--- config.mk ---
export PLATFORM = sky130hd
export DESIGN_NAME = ks_core
export DESIGN_NICKNAME = d
export VERILOG_FILES = /design/src/rtl/ks_pkg.sv /design/src/rtl/ks_eac_add.sv /design/src/rtl/ks_lane_next.sv /design/src/rtl/ks_nib_sel.sv /design/src/rtl/ks_core.sv
export SDC_FILE = /design/constraint.sdc
export NUM_CORES = 1
export LEC_CHECK = 0
export BUFFER_PORTS_ARGS = -buffer_cell sky130_fd_sc_hd__buf_4
export CAP_MARGIN = 0
export CORE_MARGIN = 10
export CORE_UTILIZATION = 55
export CTS_BUF_LIST = sky130_fd_sc_hd__clkbuf_8
export DETAILED_ROUTE_END_ITERATION = 6
export GPL_ROUTABILITY_DRIVEN = 0
export PLACE_DENSITY = 0.88
export SYNTH_ARGS = -nofsm -noshare
export SYNTH_HDL_FRONTEND = slang
export SYNTH_SLANG_ARGS = --single-unit
export TNS_END_PERCENT = 10
--- constraint.sdc ---
create_clock -name clk -period 6.52 [get_ports clk]
set_clock_uncertainty 0.05 [all_clocks]
set_input_delay 0.652 -clock clk [delete_from_list [all_inputs] [get_ports clk]]
set_output_delay 0.652 -clock clk [all_outputs]
set_load 0.005 [all_outputs]
--- src/rtl/ks_pkg.sv ---
package ks_pkg;
  localparam int L_CELLS = 7;
  localparam int L_W     = 5;
  localparam int M_CELLS = 7;
  localparam int M_W     = 7;
  localparam int R_CELLS = 5;
  localparam int R_W     = 5;
  localparam int F_W     = 4;
  localparam int BYTE_W  = 8;

  localparam int L_BITS  = L_CELLS * L_W;
  localparam int M_BITS  = M_CELLS * M_W;
  localparam int R_BITS  = R_CELLS * R_W;

  localparam int L_OFS   = 0;
  localparam int M_OFS   = L_OFS + L_BITS;
  localparam int R_OFS   = M_OFS + M_BITS;
  localparam int F0_OFS  = R_OFS + R_BITS;
  localparam int F1_OFS  = F0_OFS + F_W;
  localparam int STATE_W = F1_OFS + F_W;

  typedef logic [STATE_W-1:0] ks_state_t;
endpackage

--- src/rtl/ks_eac_add.sv ---
// n-bit end-around-carry adder: (a+b) mod (2^n-1), zero only for 0+0.
module ks_eac_add #(
  parameter int W = 5
) (
  input  logic [W-1:0] a_i,
  input  logic [W-1:0] b_i,
  output logic [W-1:0] sum_o
);
  logic [W:0] raw;

  always_comb begin
    raw   = {1'b0, a_i} + {1'b0, b_i};
    // carry wraps back in; a set carry means raw[W-1:0] <= 2^W-2, no overflow
    sum_o = raw[W-1:0] + {{(W-1){1'b0}}, raw[W]};
  end
endmodule

--- src/rtl/ks_lane_next.sv ---
// Successor of one nonlinear shift register: head cell from an
// end-around-carry sum of two taps, one cell receives injected bits,
// the others shift up by one cell.
module ks_lane_next #(
  parameter int CELLS = 7,
  parameter int W     = 5,
  parameter int TAP_A = 3,
  parameter int TAP_B = 6,
  parameter int INJ   = 3,
  parameter bit ROT_B = 1'b1,
  localparam int LW   = CELLS * W
) (
  input  logic [LW-1:0] cells_i,
  input  logic [W-1:0]  inj_i,
  output logic [LW-1:0] cells_o
);
  logic [W-1:0] op_b;

  generate
    if (ROT_B) begin : g_rot
      // bit 0 goes to the top, the rest move down one place
      assign op_b = {cells_i[TAP_B*W], cells_i[TAP_B*W+W-1 : TAP_B*W+1]};
    end else begin : g_norot
      assign op_b = cells_i[TAP_B*W +: W];
    end
  endgenerate

  ks_eac_add #(.W(W)) u_head (
    .a_i  (cells_i[TAP_A*W +: W]),
    .b_i  (op_b),
    .sum_o(cells_o[0 +: W])
  );

  for (genvar c = 1; c < CELLS; c++) begin : g_cell
    if (c == INJ) begin : g_inj
      assign cells_o[c*W +: W] = cells_i[(c-1)*W +: W] ^ inj_i;
    end else begin : g_shift
      assign cells_o[c*W +: W] = cells_i[(c-1)*W +: W];
    end
  end
endmodule

--- src/rtl/ks_nib_sel.sv ---
// Per-bit choice between the left and right mixes under middle-cell control.
module ks_nib_sel #(
  parameter int NW = 4
) (
  input  logic [NW-1:0] lmix_i,
  input  logic [NW-1:0] rmix_i,
  input  logic [NW-1:0] sel_i,
  output logic [NW-1:0] nib_o
);
  for (genvar i = 0; i < NW; i++) begin : g_bit
    assign nib_o[i] = sel_i[i] ? rmix_i[i] : lmix_i[i];
  end
endmodule

--- src/rtl/ks_core.sv ---
module ks_core
  import ks_pkg::*;
(
  input  logic               clk,
  input  logic               rst_n,
  input  logic               load_en,
  input  logic [STATE_W-1:0] load_state,
  input  logic               step_en,
  input  logic [BYTE_W-1:0]  in_byte,
  output logic [STATE_W-1:0] state_out,
  output logic [F_W-1:0]     nibble_out
);
  ks_state_t state_q, state_d, succ;

  logic [F_W-1:0]    f0, f1, nib;
  logic [BYTE_W-1:0] mixb;
  logic [L_BITS-1:0] l_nx;
  logic [M_BITS-1:0] m_nx;
  logic [R_BITS-1:0] r_nx;
  logic [F_W-1:0]    lmix, rmix, msel;

  assign f0   = state_q[F0_OFS +: F_W];
  assign f1   = state_q[F1_OFS +: F_W];
  assign mixb = in_byte ^ {f1, f0};

  ks_lane_next #(
    .CELLS(L_CELLS), .W(L_W), .TAP_A(3), .TAP_B(6), .INJ(3), .ROT_B(1'b1)
  ) u_left (
    .cells_i(state_q[L_OFS +: L_BITS]),
    .inj_i  (mixb[7:3]),
    .cells_o(l_nx)
  );

  ks_lane_next #(
    .CELLS(M_CELLS), .W(M_W), .TAP_A(5), .TAP_B(6), .INJ(5), .ROT_B(1'b1)
  ) u_mid (
    .cells_i(state_q[M_OFS +: M_BITS]),
    .inj_i  ({mixb[2:0], mixb[7:4]}),
    .cells_o(m_nx)
  );

  ks_lane_next #(
    .CELLS(R_CELLS), .W(R_W), .TAP_A(2), .TAP_B(4), .INJ(2), .ROT_B(1'b0)
  ) u_right (
    .cells_i(state_q[R_OFS +: R_BITS]),
    .inj_i  (mixb[4:0]),
    .cells_o(r_nx)
  );

  // new l0 ^ new l4, new r0 ^ new r3, bits 1..4; selector = new m0 bits 3..6
  assign lmix = l_nx[4:1] ^ l_nx[4*L_W+1 +: F_W];
  assign rmix = r_nx[4:1] ^ r_nx[3*R_W+1 +: F_W];
  assign msel = m_nx[3 +: F_W];

  ks_nib_sel #(.NW(F_W)) u_sel (
    .lmix_i(lmix),
    .rmix_i(rmix),
    .sel_i (msel),
    .nib_o (nib)
  );

  assign succ = {nib, f1, r_nx, m_nx, l_nx};

  always_comb begin
    state_d = state_q;
    if (load_en)      state_d = load_state;
    else if (step_en) state_d = succ;
  end

  always_ff @(posedge clk or negedge rst_n) begin
    if (!rst_n) state_q <= '0;
    else        state_q <= state_d;
  end

  assign state_out  = state_q;
  assign nibble_out = state_q[F1_OFS +: F_W];
endmodule

### Word-level counts from Yosys, hierarchy flattened

Index checks and enable logic that the tools add are counted.

| cells by class | value |
|---|---|
| add/sub/neg operators | 6 |
| multiplexer cells | 6 |
| bitwise operators | 6 |
| reductions and logical operators | 1 |

Operators with widths:

| operator | count |
|---|---|
| 2-to-1 mux 117 bit | 2 |
| adder 5 x 5 -> 6 bit | 2 |
| adder 5 x 1 -> 5 bit | 2 |
| bitwise XOR 5 bit | 2 |
| adder 7 x 7 -> 8 bit | 1 |
| bitwise XOR 4 bit | 2 |
| bitwise XOR 8 bit | 1 |
| adder 7 x 1 -> 7 bit | 1 |
| bitwise XOR 7 bit | 1 |
| 2-to-1 mux 1 bit | 4 |
| nonzero test 2 bit | 1 |

| storage, ports and cells | value |
|---|---|
| register bits | 117 |
| input bits | 129 |
| output and inout port bits | 121 |
| word-level logic and storage cells | 20 |

### Logic depth before layout (Yosys ltp)

| depth | value |
|---|---|
| depth after elaboration | 6 |
| depth in mapped cells | 13 |
| mapped depth without buffers | 13 |

### Modules after synthesis

A second synthesis with hierarchy kept.

| second synthesis, totals | value |
|---|---|
| cell total of the unflattened synthesis | 717 |
| area, all modules | 7126.8 sq um |

Modules (own cells, without submodules):

| module | instances | cells an instance | area each (sq um) | sequential area each (sq um) |
|---|---|---|---|---|
| ks_core | 1 | 527 | 5527.8 | 2927.8 |
| ks_eac_add at u_left.u_head ... | 2 | 26 | 235.2 | 0.0 |
| ks_eac_add at u_mid.u_head | 1 | 42 | 356.6 | 0.0 |
| ks_lane_next at u_mid | 1 | 42 | 324.1 | 0.0 |
| ks_lane_next at u_left | 1 | 30 | 231.5 | 0.0 |
| ks_lane_next at u_right | 1 | 20 | 156.4 | 0.0 |
| ks_nib_sel | 1 | 4 | 60.1 | 0.0 |

### Worst setup path after synthesis

Ideal clock, no wire load.

| timing | value |
|---|---|
| kind | register -> register |
| start | register state_q[71] (netlist: state_out[71]) |
| end | register state_q[114] (netlist: state_out[114]) |
| library setup time | 0.077 ns |
| data arrival time | 2.562 ns |
| data required time | 6.393 ns |
| setup slack | 3.832 ns |
| stages on the path, launching flop included | 14 |
| path buffers | 0 |
| period minus slack after synthesis | 2.688 ns |
| path through | dfrtp_1 -> ha_1 -> a211oi_4 -> o21ai_2 -> a21oi_1 -> o21bai_1 -> ha_1 -> ha_1 -> and2_1 -> o211ai_1 -> xor2_1 -> mux2i_1 -> mux2i_1 -> o21ai_1 |

| between the ends | value |
|---|---|
| word-level cells in the longest chain between the ends | 5 |

Ends and longest elaborated chain:

| element | RTL line | source |
|---|---|---|
| from (decl) | ks_core.sv:13 | `ks_state_t state_q, state_d, succ;` |
| from (signal assigned) | ks_core.sv:72 | `else state_q <= state_d;` |
| adder 7 x 7 -> 8 bit | ks_eac_add.sv:12 | `raw = {1'b0, a_i} + {1'b0, b_i};` |
| adder 7 x 1 -> 7 bit | ks_eac_add.sv:14 | `sum_o = raw[W-1:0] + {{(W-1){1'b0}}, raw[W]};` |
| 2-to-1 mux 1 bit | ks_nib_sel.sv:11 | `assign nib_o[i] = sel_i[i] ? rmix_i[i] : lmix_i[i];` |
| 2-to-1 mux 117 bit | ks_core.sv:67 | `else if (step_en) state_d = succ;` |
| 2-to-1 mux 117 bit | ks_core.sv:66 | `if (load_en) state_d = load_state;` |

Every way passes these cells. The select of a mux whose other input is x is not followed.
A chain may end at the register's enable or synchronous reset.

### Worst setup path after layout

Ends and elaborated chain as after synthesis.

==> run metrics <==
status=completed; CP max FO=5; Antenna Nets Post-Route=0; commonest non-fill, non-tap cell in the layout=buf_4; Worst Path Required=6.84 ns; hold slack=0.202 ns; Chip Height=129 um; R2R cell count=13; initial core utilization=0.566; Peak Freq=0.316 GHz; Max rail drop VDD=0.172 mV; drt first pass iters=5; Hold Violations, Final=0; Num CTS Buffers=17; worst skew pair latency=0.45 ns; Arr. time, crit path=3.48 ns; FP Rows=39; CTS tree=yes; port buffer count=249; Post-CTS Hold Buffers=0; layout cells sized above 1=0.314; antenna violations before repair=0; Final Util=0.761; core area=11500 um2; Reg clk slew, reported paths=0.07 ns; Yosys cell types=34; WS Path Type=reg -> reg; via count=5842; Slew Limit Fails=0; Post-Syn Area=6490 um2; Final period util=0.486; Worst Tran Pin Value=0.961 ns; initial DRC count=509; Mapped Cells=661; nets@finish=1043; crit path launch type=flop; # DRC=0; most frequent cells in the layout=buf_4, nand2_1, o21ai_0; Avg Cell Area, Syn=9.82 um2; All-Layer GR Usage=0.251; die width=129 um; post-CTS setup buffers=0; largest net degree at the start of global routing=163; via/cell ratio=5.60; pwr dens=278 nW/um2; post_cts resized=0; P_leak=0.00443 uW; max cap viols=0; post-DP HPWL=15700 um; crit end category=flop; sequential-to-total area share from yosys stat=0.451; RSZ-0062 raised after global routing=false; Fin Setup TNS=0 ns; clock root buffer=clkbuf_8; CTS sink count=117; max reg flops=117; Syn Nets=816; Tmin final=3.17 ns; worst setup margin=3.35 ns; Total Wirelength=21100 um; Slew Limit Headroom=0.359; # diodes=0; FILL cells=784; Max Root-Sink Buffers=2; die area=16500 um2; H-tree depth=4; #FFs+latches synth=117; final setup fails=0; number of global-route vias before repair=6080; Hold WC Path Type=in -> async; DR WL/cell=20.2 um; Setup WS pre-CTS=3.47 ns; first-pass GRT wire length=33000 um; Yosys warnings=0; P&R area growth vs syn=34.4%; I/O pins=250; global route total overflow=0
-- final cells by class --
type	instances	area (um2)	area share
clock buffer	22	303	0.0347
clock inverter	9	38.8	0.00445
inverter	8	30.0	0.00344
multi-input combinational	492	3350	0.384
sequential	117	2930	0.336
tap	143	179	0.0205
timing repair buffer	252	1900	0.218
-- cells in the mapped netlist, drive strengths merged --
cell	number	area (um2)
nand2	121	454
nand2b	4	25.0
o21ai	127	643
mux2i	111	1110
a21o	4	30.0
fa	3	60.1
or4	1	7.51
or2	2	12.5
a21oi	12	60.1
nand3	6	30.0
clkbuf	31	116
and3	3	18.8
inv	8	30.0
a211oi	4	47.5
o211ai	2	15.0
dfrtp	117	2930
xor2	7	61.3
nor2	6	22.5
xnor2	43	377
o21a	2	16.3
nand4	1	6.26
o21bai	2	15.0
and2	1	6.26
buf	13	68.8
ha	23	288
nor3b	2	15.0
nor3	5	25.0
-- path summary, 6_finish.rpt --
kind | startpoint | end | slack (ns)
min | rst_n | state_out[107] | 0.20
max in group asynchronous | rst_n | state_out[40] | 4.88
min in group clk | load_state[65] | state_out[65] | 0.36
max reg2reg | state_out[71] | state_out[114] | 3.35
max | state_out[71] | state_out[114] | 3.35
min reg2reg | state_out[44] | state_out[51] | 0.55
-- where the power goes --
| part | total, uW | internal, uW | switching [uW] |
|---|---|---|---|
| Clock | 587 | 301 | 286 |
| Sequential | 957 | 829 | 128 |
| Combinational | 879 | 453 | 427 |
-- critical path: stages, from the launching register on --
cell and delay [ns]:
dfrtp_1 0.43, ha_1 0.34, a211oi_4 0.33, o21ai_2 0.13, a21oi_1 0.20, o21bai_1 0.11
ha_1 0.23, ha_1 0.21, and2_1 0.16, o211ai_1 0.12, xor2_1 0.32, mux2i_1 0.22
mux2i_1 0.09, o21ai_1 0.15
-- cell families (layout without fill, tap and decap cells) --
| logic type | Yosys count | after routing | share of synthesized area |
|---|---|---|---|
| compound gates | 153 | 153 | 0.127 |
| mux | 111 | 111 | 0.171 |
| fa+ha+maj | 26 | 26 | 0.0536 |
| xor+xnor | 50 | 50 | 0.0675 |
| buf+inv | 52 | 291 | 0.0332 |
| simple gates | 152 | 152 | 0.0960 |
| flops | 117 | 117 | 0.451 |
-- stage by stage --
step	total power, uW	instances	instance area [um2]
2_1_floorplan	1430	661	6490
3_3_place_gp	1810	1012	8380
3_5_place_dp	1840	1012	8380
4_1_cts	2440	1043	8720
5_1_grt	2570	1043	8720
6_report	2420	1043	8720
-- layer usage --
layer / vias up / wire [um] / part of all wire / GRT usage
met3: 40 / 1780 / 0.084 / 0.0801
met1: 2819 / 8100 / 0.38 / 0.293
met4: 0 / 608 / 0.029 / 0.109
met5: - / 0 / 0 / 0
li1: 2740 / - / - / -
met2: 243 / 10600 / 0.50 / 0.415
No activity file was read; power rests on OpenSTA's default activity.
